===== src/rtl/uartf_pkg.sv =====
package uartf_pkg;
  localparam int BYTE_W = 8;
  localparam int OVS = 16;
  localparam int OVS_W = $clog2(OVS);
  localparam int HALF_TICK = OVS / 2 - 1;
  localparam int LAST_TICK = OVS - 1;

  typedef enum logic [1:0] {
    RX_IDLE,
    RX_START,
    RX_DATA,
    RX_STOP
  } rx_state_t;
endpackage


===== src/rtl/uartf_tick_gen.sv =====
module uartf_tick_gen #(
  parameter int TICK_DIV = 4
) (
  input  logic clk,
  input  logic rst_n,
  output logic tick
);
  localparam int CW = (TICK_DIV > 1) ? $clog2(TICK_DIV) : 1;

  logic [CW-1:0] cnt;

  always_ff @(posedge clk or negedge rst_n) begin
    if (!rst_n) begin
      cnt  <= '0;
      tick <= 1'b0;
    end else if (cnt == CW'(TICK_DIV - 1)) begin
      cnt  <= '0;
      tick <= 1'b1;
    end else begin
      cnt  <= cnt + 1'b1;
      tick <= 1'b0;
    end
  end

  // ticks are spaced TICK_DIV clocks apart
  p_tick_spacing_r1: assert property (@(posedge clk) disable iff (!rst_n)
    (tick && (TICK_DIV > 1)) |=> !tick);
endmodule


===== src/rtl/uartf_byte_rx.sv =====
module uartf_byte_rx
  import uartf_pkg::*;
(
  input  logic              clk,
  input  logic              rst_n,
  input  logic              tick,
  input  logic              rx,
  output logic [BYTE_W-1:0] byte_data,
  output logic              byte_valid
);
  localparam int BIT_W = $clog2(BYTE_W);

  logic [1:0]        sync;
  logic              rx_s;
  rx_state_t         state;
  logic [OVS_W-1:0]  cnt;
  logic [BIT_W-1:0]  nbit;
  logic [BYTE_W-1:0] shreg;

  assign rx_s      = sync[1];
  assign byte_data = shreg;

  always_ff @(posedge clk or negedge rst_n) begin
    if (!rst_n) begin
      sync       <= 2'b11;
      state      <= RX_IDLE;
      cnt        <= '0;
      nbit       <= '0;
      shreg      <= '0;
      byte_valid <= 1'b0;
    end else begin
      sync       <= {sync[0], rx};
      byte_valid <= 1'b0;
      case (state)
        RX_IDLE: begin
          if (!rx_s) begin
            state <= RX_START;
            cnt   <= '0;
          end
        end
        RX_START: begin
          if (tick) begin
            if (cnt == OVS_W'(HALF_TICK)) begin
              cnt <= '0;
              if (!rx_s) begin
                state <= RX_DATA;
                nbit  <= '0;
              end else begin
                state <= RX_IDLE;
              end
            end else begin
              cnt <= cnt + 1'b1;
            end
          end
        end
        RX_DATA: begin
          if (tick) begin
            if (cnt == OVS_W'(LAST_TICK)) begin
              cnt   <= '0;
              shreg <= {rx_s, shreg[BYTE_W-1:1]};
              nbit  <= nbit + 1'b1;
              if (nbit == BIT_W'(BYTE_W - 1)) state <= RX_STOP;
            end else begin
              cnt <= cnt + 1'b1;
            end
          end
        end
        RX_STOP: begin
          if (tick) begin
            if (cnt == OVS_W'(LAST_TICK)) begin
              cnt        <= '0;
              byte_valid <= rx_s;
              state      <= RX_IDLE;
            end else begin
              cnt <= cnt + 1'b1;
            end
          end
        end
        default: state <= RX_IDLE;
      endcase
    end
  end

  // a recovered byte is a single strobe, issued on the way back to idle
  p_byte_single_r1: assert property (@(posedge clk) disable iff (!rst_n)
    byte_valid |=> !byte_valid);
  p_byte_at_idle_r3: assert property (@(posedge clk) disable iff (!rst_n)
    byte_valid |-> (state == RX_IDLE));
endmodule


===== src/rtl/uartf_frame_buf.sv =====
module uartf_frame_buf
  import uartf_pkg::*;
#(
  parameter int              DEPTH      = 16,
  parameter logic [BYTE_W-1:0] START_CHAR = 8'h02,
  parameter logic [BYTE_W-1:0] END_CHAR   = 8'h03
) (
  input  logic                       clk,
  input  logic                       rst_n,
  input  logic                       byte_valid,
  input  logic [BYTE_W-1:0]          byte_data,
  input  logic [$clog2(DEPTH)-1:0]   rd_idx,
  output logic [BYTE_W-1:0]          rd_data,
  output logic                       msg_received,
  output logic [$clog2(DEPTH+1)-1:0] msg_len
);
  localparam int LENW = $clog2(DEPTH + 1);
  localparam int IDXW = $clog2(DEPTH);

  logic [BYTE_W-1:0] mem [DEPTH];
  logic [LENW-1:0]   fill;
  logic              storing;
  logic              is_start, is_end, full, wr_en;

  assign is_start = byte_valid && (byte_data == START_CHAR);
  assign is_end   = byte_valid && (byte_data == END_CHAR);
  assign full     = (fill == LENW'(DEPTH));
  assign wr_en    = byte_valid && storing && !is_start && !is_end && !full;

  always_ff @(posedge clk or negedge rst_n) begin
    if (!rst_n) begin
      fill         <= '0;
      storing      <= 1'b0;
      msg_len      <= '0;
      msg_received <= 1'b0;
    end else begin
      msg_received <= 1'b0;
      if (is_start) begin
        fill    <= '0;
        storing <= 1'b1;
        msg_len <= '0;
      end else if (storing && is_end) begin
        storing      <= 1'b0;
        msg_len      <= fill;
        msg_received <= 1'b1;
      end else if (storing && byte_valid && full) begin
        storing <= 1'b0;
      end else if (wr_en) begin
        fill <= fill + 1'b1;
      end
    end
  end

  always_ff @(posedge clk) begin
    if (wr_en) mem[fill[IDXW-1:0]] <= byte_data;
  end

  always_comb begin
    if (LENW'(rd_idx) < msg_len) rd_data = mem[rd_idx];
    else                         rd_data = '0;
  end

  // release flag lasts one cycle
  p_msg_pulse_r6: assert property (@(posedge clk) disable iff (!rst_n)
    msg_received |=> !msg_received);
  // counts never pass the buffer depth
  p_no_overflow_r8: assert property (@(posedge clk) disable iff (!rst_n)
    (fill <= LENW'(DEPTH)) && (msg_len <= LENW'(DEPTH)));
  // length changes only on release or on a clearing start character
  p_len_hold_r9: assert property (@(posedge clk) disable iff (!rst_n)
    !$stable(msg_len) |-> (msg_received || (msg_len == '0)));
endmodule


===== src/rtl/frame_filter_rx.sv =====
module frame_filter_rx
  import uartf_pkg::*;
#(
  parameter int                TICK_DIV   = 4,
  parameter int                DEPTH      = 16,
  parameter logic [BYTE_W-1:0] START_CHAR = 8'h02,
  parameter logic [BYTE_W-1:0] END_CHAR   = 8'h03
) (
  input  logic                       clk,
  input  logic                       rst_n,
  input  logic                       rx,
  input  logic [$clog2(DEPTH)-1:0]   rd_idx,
  output logic [BYTE_W-1:0]          rd_data,
  output logic                       msg_received,
  output logic [$clog2(DEPTH+1)-1:0] msg_len
);
  logic              tick;
  logic              byte_valid;
  logic [BYTE_W-1:0] byte_data;

  uartf_tick_gen #(.TICK_DIV(TICK_DIV)) u_tick (
    .clk  (clk),
    .rst_n(rst_n),
    .tick (tick)
  );

  uartf_byte_rx u_rx (
    .clk       (clk),
    .rst_n     (rst_n),
    .tick      (tick),
    .rx        (rx),
    .byte_data (byte_data),
    .byte_valid(byte_valid)
  );

  uartf_frame_buf #(
    .DEPTH     (DEPTH),
    .START_CHAR(START_CHAR),
    .END_CHAR  (END_CHAR)
  ) u_buf (
    .clk         (clk),
    .rst_n       (rst_n),
    .byte_valid  (byte_valid),
    .byte_data   (byte_data),
    .rd_idx      (rd_idx),
    .rd_data     (rd_data),
    .msg_received(msg_received),
    .msg_len     (msg_len)
  );
endmodule


===== config.mk =====
export PLATFORM = sky130hd
export DESIGN_NAME = frame_filter_rx
export DESIGN_NICKNAME = d
export VERILOG_FILES = /design/src/rtl/uartf_pkg.sv /design/src/rtl/uartf_tick_gen.sv /design/src/rtl/uartf_byte_rx.sv /design/src/rtl/uartf_frame_buf.sv /design/src/rtl/frame_filter_rx.sv
export SDC_FILE = /design/constraint.sdc
export NUM_CORES = 1
export LEC_CHECK = 0
export BUFFER_PORTS_ARGS = -buffer_cell sky130_fd_sc_hd__buf_2
export CAP_MARGIN = 40
export CORE_MARGIN = 2
export CORE_UTILIZATION = 45
export CTS_BUF_LIST = sky130_fd_sc_hd__clkbuf_16
export CTS_CLUSTER_SIZE = 14
export DETAILED_ROUTE_END_ITERATION = 10
export GPL_ROUTABILITY_DRIVEN = 0
export GPL_TIMING_DRIVEN = 0
export PLACE_DENSITY = 0.67
export SLEW_MARGIN = 20
export SYNTH_ARGS = -nofsm -noshare
export SYNTH_HDL_FRONTEND = slang
export SYNTH_HIERARCHICAL = 1
export SYNTH_SLANG_ARGS = --single-unit

===== constraint.sdc =====
create_clock -name clk -period 3.2 [get_ports clk]
set_clock_uncertainty 0.2 [all_clocks]
set_input_delay 0.96 -clock clk [delete_from_list [all_inputs] [get_ports clk]]
set_output_delay 0.96 -clock clk [all_outputs]
set_load 0.05 [all_outputs]

==> reports/metrics.csv, run 1 <==
metric,value,unit
WP data required,2.04,ns
Final min period,3.54,ns
final-report hold violation count,0,
core area,14600,um2
number of synthesized flops with an enable pin,128,
initial antenna violation count,0,
CTS sink cnt,163,
failing checks,setup timing,
Int Pwr,3.70,mW
Nets,441,
final worst path period share,110,%
"flops & latches, synth",163,
starting density of the core,46.5,%
"critical path, cell by cell","buf_16, buf_12, mux4_2, mux2i_2, mux2_4, a21oi_4, buf_6",
Synth area leaders,"edfxtp_1 56%, dfrtp_1 12%, mux4_2 11%, mux2i_1 2.5%, ha_1 2.0%",
CP max stage cell,mux4_2,
Detailed Route WL,13.6,mm
Worst setup EP type,output port,
clk buf depth,2,
Critical Path AT,2.38,ns
"top cells by count, synth","128 x edfxtp_1, 33 x dfrtp_1, 32 x mux4_2, 21 x a21oi_1, 17 x mux2i_1",
post-synth top area cell,edfxtp_1,
CTS tree,built,
Max stage delay on crit path,0.54,ns
combinational power share,6.5,%
Yosys top cell area share,56.4,%
switching part of the total power,20.5,%
R2R cell count,5,
Post-Synthesis Cells,378,
Max Freq,283,MHz
Worst slew margin,50.6,%
Pwr Density,570,nW/um2
Syn-to-layout area delta,19.9,%
pre-CTS WS,-0.658,ns
Via density,5.85,
Syn. warnings,6,
unrepaired setup endpoints after global routing,true,
Post-DRT Antenna Nets,0,
first-pass GRT wire length,21.2,mm
DP Area,7300,um2
P_leak,2.70,nW
Main synth FF type,edfxtp_1,
Inst Count DP,583,
# fillers,1107,
Hold/Removal Path Class,primary input to async pin,
Max-Cap Viols,0,
diode count,0,
First-pass DRT Iterations,5,
Worst-Margin Slew,0.741,ns
final instance area,8170,um2
Ports,21,
DRC Markers,0,
fin. max-slew vios,0,
GRT Util Overall,18.0,%
Max IR drop VDD,0.000534,V
gr ovfl total,0,
DIE AREA,16100,um2
sequential share of the synthesized area,69.3,%
number of I/O port buffers,19,
DIE HEIGHT,127,um
"Hold-fix buffers, CTS",0,
power share of the clock group,43.9,%
Setup CP Type,primary input to output port,
Flop pwr share,49.6,%
total net switching power,958,uW
vias in the first global route,3599,
clk root buf,clkbuf_16,
final setup vio count,8,
Synth Area per Inst,18.0,um2
syn_nets,396,
Post-synth ARST share,21.5,%
"Clk pin slew, worst setup/hold paths",0.06,ns
CTS H-Tree Depth,4,
Crit Path Max Fanout,7,
layout cells sized above 1,35.8,%
top-count cell post-synth,edfxtp_1,
largest net degree at the start of global routing,36,
"non-filler cells, final",620,
status,"finished, violations left",
mapped cell area,6820,um2
die width,127,um
Fin Hold WS,0.126,ns
startpoint types,primary input,
row cnt,44,
WL/cell,21.9,um
clk_lat worst skew,0.42,ns
Starting DRT DRC Count,434,
Synth cell types,45,
TritonCTS Buffers,17,
Final HPWL DP,8.65,mm
via count,3624,
setup slack after layout,-0.336,ns
[worst paths after layout]
kind                                   startpoint          endpoint  slack (ns)
worst min-delay path                        rst_n         async pin        0.13
worst min register to register       u_rx/sync[0]      u_rx/sync[1]        0.16
worst max register to register  u_rx/byte_data[1]  u_buf/mem[10][5]        0.26
min in group clk                     u_rx/sync[0]      u_rx/sync[1]        0.16
worst max-delay path                    rd_idx[0]        rd_data[7]       -0.34
max in group asynchronous                   rst_n      u_rx/sync[0]        2.25
[metrics by stage]
step / util (%) / TNS (ns) / total power, mW
6_report: 55.8 / -2.53 / 4.66
5_1_grt: 55.8 / -2.91 / 4.81
4_1_cts: 55.0 / -2.86 / 4.68
3_5_place_dp: 49.8 / -5.06 / 2.63
3_3_place_gp: 49.7 / -5.16 / 2.62
2_1_floorplan: - / -2.00 / 2.56
[worst max-delay path, delay by kind of cell]
kind / cells / cell delay (ns)
multiplexers: 3 / 0.95
AO/OA/AOI/OAI: 1 / 0.03
buffers and inverters: 3 / 0.41
[power groups by stage]
stage	clock network (mW)	registers (mW)	logic [mW]
after floorplan	0	2.35	0.212
after global placement	0	2.36	0.260
after detailed placement	0	2.36	0.269
after CTS	2.07	2.31	0.294
after global routing	2.16	2.32	0.338
final	2.04	2.31	0.303
[timing repair]
action	CTS	global route
pin swaps	2	0
setup endpoints to repair	8	42
buffers inserted	1	1
gates resized for setup	37	16
gates cloned	1	1
[metal layers]
metal / GRT usage [%] / vias to the layer above / share of wire (%)
li1: - / 1605 / -
met1: 24.7 / 1915 / 44
met2: 29.3 / 90 / 51
met3: 4.23 / 14 / 4.2
met4: 5.30 / 0 / 1.1
met5: 0 / - / 0
[registers in the layout, indices dropped and copies added (netlist names), named ones only]
register	flops
u_buf/fill	5
u_buf/mem	128
u_buf/msg_len	5
u_buf/msg_received	1
u_buf/storing	1
u_rx/byte_data	8
u_rx/byte_valid	1
u_rx/cnt	4
u_rx/nbit	3
u_rx/state	1
u_rx/sync	2
u_tick/cnt	2
u_tick/tick	1
[cell usage in the layout (no fill, tap or decap), drive strengths merged, types with 8 or more instances in the layout]
cell type  count
buf           41
inv            9
and3           9
and2           8
nand3         10
ha            11
dfrtp         33
mux2          17
mux2i         17
edfxtp       128
nor2          13
clkinv         8
mux4          32
a21oi         21
clkbuf        21
[logic make-up after synthesis]
group | after synthesis | synth area share, %
compound gates | 43 | 3.93
xor+xnor | 1 | 0.129
fa+ha+maj | 11 | 2.02
buf+inv | 26 | 2.18
flops | 163 | 69.3
mux | 66 | 16.3
simple gates | 68 | 6.19
[cell type report]
class	count	area, um2	area share (%)
Sequential cell	163	4730	57.8
Multi-Input combinational cell	189	2150	26.3
Clock buffer	17	425	5.20
Timing Repair Buffer	26	258	3.15
Tap cell	184	230	2.82
Buffer	19	185	2.27
Clock inverter	15	173	2.11
Inverter	7	26.3	0.321
No activity file was read; power rests on OpenSTA's default activity.
==> inputs of run 2 (changes only) <==
Settings changed: PLACE_DENSITY 0.67 to 0.65, SLEW_MARGIN 20 to unset.
Clock period 3.2 ns to 3.4 ns, I/O delays scaled along.
==> run 2 against run 1 <==
Compared with the run above: clock-buffer cell count unchanged; via count decreased by 1.3%; global-route usage increased by 0.78 points; final cell count decreased by 0.16%; first-iteration DRC count decreased by 29%; the flow still finishes with violations (setup timing); register-to-register slack improved by 0.12 ns; core utilization decreased by 0.62 points; critical path depth unchanged.
==> reports/metrics.csv, run 2 (synthesis results as in run 1) <==
metric,value,unit,change
max FFs per register,128,,unchanged
GRT Util Overall,18.8,%,+0.78 points
Crit Path Max Fanout,7,,unchanged
CTS tree,built,,
Max-Cap Viols,0,,unchanged
setup slack after layout,-0.275,ns,+0.0606 ns
"delay-heaviest family, CP",multiplexers,,
Final min period,3.67,ns,
Max IR drop VDD,0.000324,V,-39%
clk buf depth,2,,unchanged
vias in the first global route,3672,,+2.0%
number of buffers and inverters on the critical path,3,,unchanged
Max Freq,272,MHz,
clk root buf,clkbuf_16,,
final-report hold violation count,0,,unchanged
initial antenna violation count,0,,unchanged
Worst-Margin Slew,0.766,ns,+0.0254 ns
Via density,5.78,,-1.2%
via count,3576,,-1.3%
CTS sink cnt,163,,unchanged
Setup CP Type,primary input to output port,,
starting density of the core,46.5,%,unchanged
"critical path, cell by cell","buf_16, buf_12, mux4_2, mux2i_2, mux2_4, a21oi_4, buf_6",,
CTS H-Tree Depth,4,,unchanged
diode count,0,,unchanged
largest net degree at the start of global routing,36,,unchanged
unrepaired setup endpoints after global routing,true,,
Detailed Route WL,13.9,mm,+2.1%
CP max stage cell,mux4_2,,
routed wl met3,544,um,-5.1%
Starting DRT DRC Count,308,,-29%
first-pass GRT wire length,21.7,mm,+2.5%
final core occ,55.2,%,-0.62 points
P_leak,2.67,nW,-1.1%
Post-DRT Antenna Nets,0,,unchanged
TritonCTS Buffers,17,,unchanged
final worst path period share,108,%,
Worst slew margin,48.9,%,-1.7 points
Critical Path AT,2.45,ns,+0.07 ns
Pwr Density,516,nW/um2,-9.5%
"Clk pin slew, worst setup/hold paths",0.06,ns,about the same
"most common cell after layout, fill and taps aside",edfxtp_1,,
Max stage delay on crit path,0.51,ns,-0.03 ns
First-pass DRT Iterations,4,,-1
Syn-to-layout area delta,18.6,%,
Hold/Removal Path Class,flip-flop to flip-flop,,
status,"finished, violations left",,
setup TNS,-2.03,ns,+0.502 ns
die width,127,um,unchanged
fin. max-slew vios,0,,unchanged
most frequent cells in the layout,"128 x edfxtp_1, 33 x dfrtp_1, 32 x mux4_2",,
row cnt,44,,unchanged
startpoint types,primary input,,
WP data required,2.18,ns,+0.14 ns
met2 wire length,7.04,mm,+1.7%
DIE HEIGHT,127,um,unchanged
clk_lat worst skew,0.42,ns,about the same
Fin Hold WS,0.155,ns,+0.0294 ns
"Hold-fix buffers, CTS",0,,unchanged
number of I/O port buffers,19,,unchanged
Worst setup EP type,output port,,
final setup vio count,8,,unchanged
DIE AREA,16100,um2,unchanged
Final HPWL DP,8.95,mm,+3.4%
final instance area,8080,um2,-1.1%
DP Area,7300,um2,about the same
gr ovfl total,0,,unchanged
total power,4.17,mW,-10%
max layer used,met4,,
WL/cell,22.4,um,+2.2%
failing checks,setup timing,,
Ports,21,,unchanged
Nets,440,,-0.23%
core area,14600,um2,unchanged
wire length on met1,6.13,mm,+3.3%
DRC Markers,0,,unchanged
layout cells sized above 1,34.7,%,-1.1 points
-- run 2: cell types whose count changed in the layout (fill, tap and decap cells not counted), moves of 2 or more --
cell,before,now
buf_6,12,10
bufinv_16,4,1
clkinv_1,5,3
clkinv_2,2,5
dfrtp_1,28,33
dfrtp_2,5,0
-- run 2: where the power goes --
part	internal [mW]	switching, mW	total (mW)
registers	2.16	0.0220	2.18
clock network	0.984	0.724	1.71
logic	0.122	0.167	0.289
total	3.26	0.912	4.17
-- run 2: layout make-up --
cell class / instances / area [um2]
Inverter: 7 / 26.3
Fill cell: 1127 / 6560
Tap cell: 184 / 230
Multi-Input combinational cell: 189 / 2150
Clock buffer: 17 / 425
Clock inverter: 15 / 101
Sequential cell: 163 / 4720
Buffer: 19 / 185
Timing Repair Buffer: 25 / 240
-- run 2: final timing paths --
path | depth (start not counted) | start | to | slack, ns
setup reg to reg | 5 | u_rx/byte_data[2] | u_buf/mem[9][4] | 0.38
max in group asynchronous | 1 | rst_n | u_buf/msg_len[4] | 2.04
setup / recovery | 7 | rd_idx[0] | rd_data[4] | -0.27
min in group asynchronous | 1 | rst_n | u_rx/state[0] | 0.47
hold / removal | 0 | u_rx/sync[0] | u_rx/sync[1] | 0.16
hold reg to reg | 0 | u_rx/sync[0] | u_rx/sync[1] | 0.16
-- run 2: per-stage QoR --
step	setup slack, ns	cells
final	-0.275	619
after global routing	-0.310	619
after CTS	-0.293	619
after detailed placement	-0.590	583
after global placement	-0.600	581
after floorplan	-0.184	378
-- run 2: metal layers --
metal	track usage, %	vias up
met5	0	-
met4	5.43	0
met3	4.98	11
met2	30.7	77
met1	25.2	1896
li1	-	1592
-- run 2: what timing repair did --
action | 4_1_cts | 5_1_grt
setup buffers | 2 | 0
endpoints found under the setup margin | 8 | 8
cloned | 2 | 0
pin swaps | 4 | 1
gates resized for setup | 43 | 5
==> inputs of run 3 (changes only) <==
Settings changed: ABC_CLOCK_PERIOD_IN_PS set to 3400, BUFFER_PORTS_ARGS -buffer_cell sky130_fd_sc_hd__buf_2 to unset, DONT_BUFFER_PORTS set to 1, PLACE_DENSITY 0.65 to 0.64, SYNTH_HIERARCHICAL 1 to unset.
==> run 3 against run 2 <==
Compared with the run above: the run still ends with setup timing left; sequential share of layout area increased by 2.7 points; synthesized area decreased by 1.4%; combinational power decreased by 46%; register-to-register slack got worse by 0.11 ns; hold slack got worse by 0.065 ns; die area decreased by 1.4%; core utilization decreased by 2.1 points; total power decreased by 1.4%; critical path depth decreased by 1; non-clock buffer count decreased by 21; global-route usage decreased by 1.2 points.
==> reports/metrics.csv, run 3 <==
metric,value,unit,change
status,"finished, violations left",,
failing checks,setup timing,,
Synth cell types,45,,unchanged
complex-gate fraction of the synthesized area,4.45,%,+0.52 points
switching part of the total power,20.4,%,-1.4 points
number of I/O port buffers,0,,-19
Setup CP Type,primary input to output port,,
Synth area leaders,"edfxtp_1 57%, dfrtp_1 12%, mux4_2 11%, mux2_2 2.8%, mux2i_1 2.5%",,
final-report hold violation count,0,,unchanged
Main synth FF type,edfxtp_1,,
First-pass DRT Iterations,4,,unchanged
R2R setup slack,0.27,ns,-0.11 ns
final setup vio count,8,,unchanged
Detailed Route WL,13.0,mm,-6.2%
WL/cell,22.0,um,-1.6%
Syn-to-layout area delta,15.0,%,
Final min period,3.67,ns,-0.00399 ns
GR peak layer,met2,,
via count,3391,,-5.2%
# fillers,1176,,+4.3%
vias in the first global route,3577,,-2.6%
setup slack after layout,-0.271,ns,+0.00399 ns
max FFs per register,128,,unchanged
Max Freq,272,MHz,+0.11%
Post-DRT Antenna Nets,0,,unchanged
top-count cell post-synth,edfxtp_1,,
diode count,0,,unchanged
sequential share of the synthesized area,70.3,%,+1.0 points
first-pass GRT wire length,20.5,mm,-5.7%
mux contribution to synthesized area,16.1,%,-0.15 points
Max stage delay on crit path,0.44,ns,-0.07 ns
Synth Area per Inst,18.3,um2,+1.5%
Synth Area in Simple Gates,4.58,%,-1.6 points
total net switching power,840,uW,-7.9%
DRC Markers,0,,unchanged
final instance area,7720,um2,-4.5%
startpoint types,primary input,,
Inst Count DP,557,,-4.5%
post-synth top area cell,edfxtp_1,,
Nets,411,,-6.6%
core area,14500,um2,-0.75%
starting density of the core,46.2,%,-0.32 points
final worst path period share,108,%,-0.12 points
Post-synth ARST share,21.5,%,unchanged
Post-Synthesis Cells,367,,-2.9%
unrepaired setup endpoints after global routing,true,,
FF-to-FF End,u_buf.mem[0][6],,
number of synthesized flops with an enable pin,128,,unchanged
"flops & latches, synth",163,,unchanged
met2 Use GR,26.7,%,-4.0 points
die width,126,um,-0.70%
most frequent cells in the layout,"128 x edfxtp_1, 32 x mux4_2, 32 x dfrtp_1",,
"non-filler cells, final",590,,-4.7%
Synth Area in Adders,2.05,%,+0.029 points
DP Area,7120,um2,-2.5%
"Clk pin slew, worst setup/hold paths",0.06,ns,about the same
Crit path top cell by count,buf_12,,
mapped cell area,6720,um2,-1.4%
worst r2r src,u_rx.byte_data[2],,
grt met3 use,3.61,%,-1.4 points
Critical Path AT,2.45,ns,about the same
CTS H-Tree Depth,4,,unchanged
TritonCTS Buffers,17,,unchanged
GRT met1 Usage,25.2,%,-0.027 points
GRT Util Overall,17.6,%,-1.2 points
layout cells sized above 1,29.1,%,-5.6 points
Pwr Density,533,nW/um2,+3.2%
row cnt,44,,unchanged
P_leak,2.42,nW,-9.4%
Starting DRT DRC Count,297,,-3.6%
Int Pwr,3.28,mW,+0.41%
Ports,21,,unchanged
"top cells by count, synth","128 x edfxtp_1, 33 x dfrtp_1, 32 x mux4_2, 21 x nor2_1",,
"critical path, cell by cell","buf_12, buf_12, nand2b_4, a21o_1, a211o_4, a21oi_4",,
Flop pwr share,52.3,%,about the same
Crit Path Max Fanout,8,,+1
clk buf depth,2,,unchanged
Max IR drop VDD,0.000350,V,+8.0%
combinational power share,3.8,%,-3.1 points
power share of the clock group,43.9,%,+3.0 points
DIE HEIGHT,126,um,-0.70%
largest family of logic cells by synthesized area,multiplexers,,
Syn. warnings,0,,-6
Yosys top cell area share,57.2,%,+0.82 points
Max-Cap Viols,0,,unchanged
DIE AREA,15900,um2,-1.4%
gr ovfl total,0,,unchanged
CTS tree,built,,
WP data required,2.18,ns,about the same
CP max stage cell,a211o_4,,
Final HPWL DP,8.46,mm,-5.5%
Via density,5.75,,-0.51%
Worst-Margin Slew,0.865,ns,+0.0983 ns
syn_nets,385,,-2.8%
clk root buf,clkbuf_16,,
clk_lat worst skew,0.42,ns,about the same
CTS sink cnt,163,,unchanged
Worst slew margin,42.1,%,-6.8 points
xor/xnor share of the synthesized area,0.391,%,+0.26 points
Worst setup EP type,output port,,
largest net degree at the start of global routing,36,,unchanged
R2R cell count,5,,unchanged
fin. max-slew vios,0,,unchanged
Hold/Removal Path Class,primary input to async pin,,
initial antenna violation count,0,,unchanged
"most common cell after layout, fill and taps aside",edfxtp_1,,
[run 3: timing repair]
action,in CTS,in global routing
hold buffers,0,0
endpoints found under the setup margin,8,8
pin swaps,1,0
resized for setup,5,0
buffers inserted,0,0
gates cloned,1,0
[run 3: cell type report]
class / instances / area, um2 / area share [%]
flip-flops and latches: 163 / 4720 / 61.2
multi-input cells: 178 / 1970 / 25.5
clock buffers: 19 / 475 / 6.16
well taps: 184 / 230 / 2.98
plain buffers: 16 / 126 / 1.64
clock inverters: 13 / 86.3 / 1.12
repair buffers: 7 / 75.1 / 0.972
inverters: 10 / 37.5 / 0.486
[run 3: metrics by stage]
stage | setup slack, ns | util (%) | total power [mW] | setup TNS [ns] | hold WS (ns)
3_5_place_dp | -0.277 | 49.0 | 2.35 | -2.13 | 0.147
4_1_cts | -0.275 | 53.1 | 4.13 | -2.10 | 0.0786
2_1_floorplan | -0.184 | - | 2.32 | -1.36 | 0.145
5_1_grt | -0.309 | 53.1 | 4.23 | -2.41 | 0.0745
3_3_place_gp | -0.272 | 48.7 | 2.34 | -2.09 | 0.147
6_report | -0.271 | 53.1 | 4.12 | -2.06 | 0.0903
[run 3: worst max-delay path by stage]
stage	from	end	slack, ns	cells past startpoint
6_report	rd_idx[0]	rd_data[4]	-0.27	6
2_1_floorplan	rd_idx[0]	rd_data[0]	-0.18	6
4_1_cts	rd_idx[0]	rd_data[4]	-0.27	6
5_1_grt	rd_idx[0]	rd_data[1]	-0.31	6
3_5_place_dp	rd_idx[0]	rd_data[4]	-0.28	6
3_3_place_gp	rd_idx[0]	rd_data[4]	-0.27	6
[run 3: logic make-up after synthesis]
| logic type | Yosys count |
|---|---|
| multiplexers | 66 |
| adder cells (fa/ha/maj) | 11 |
| XOR/XNOR | 3 |
| flip-flops | 163 |
| AND/OR/NAND/NOR | 57 |
| buffers and inverters | 26 |
| AO/OA/AOI/OAI | 41 |
[run 3: power groups by stage]
stage | Sequential (mW) | Clock (mW) | Combinational [mW]
floorplan | 2.19 | 0 | 0.127
global placement | 2.19 | 0 | 0.147
detailed placement | 2.19 | 0 | 0.152
CTS | 2.15 | 1.82 | 0.158
global route | 2.16 | 1.91 | 0.167
finish | 2.15 | 1.81 | 0.156
[run 3: worst max-delay path: cells and delay by family]
kind	cells	cell delay, ns
AO/OA/AOI/OAI	3	1.01
buffers and inverters	2	0.27
AND/OR/NAND/NOR	1	0.13
[run 3: routing by layer]
layer  part of all wire, %  wire, um
met4                   2.0       263
met3                   7.2       941
met5                     0         0
met2                    48      6230
met1                    43      5570
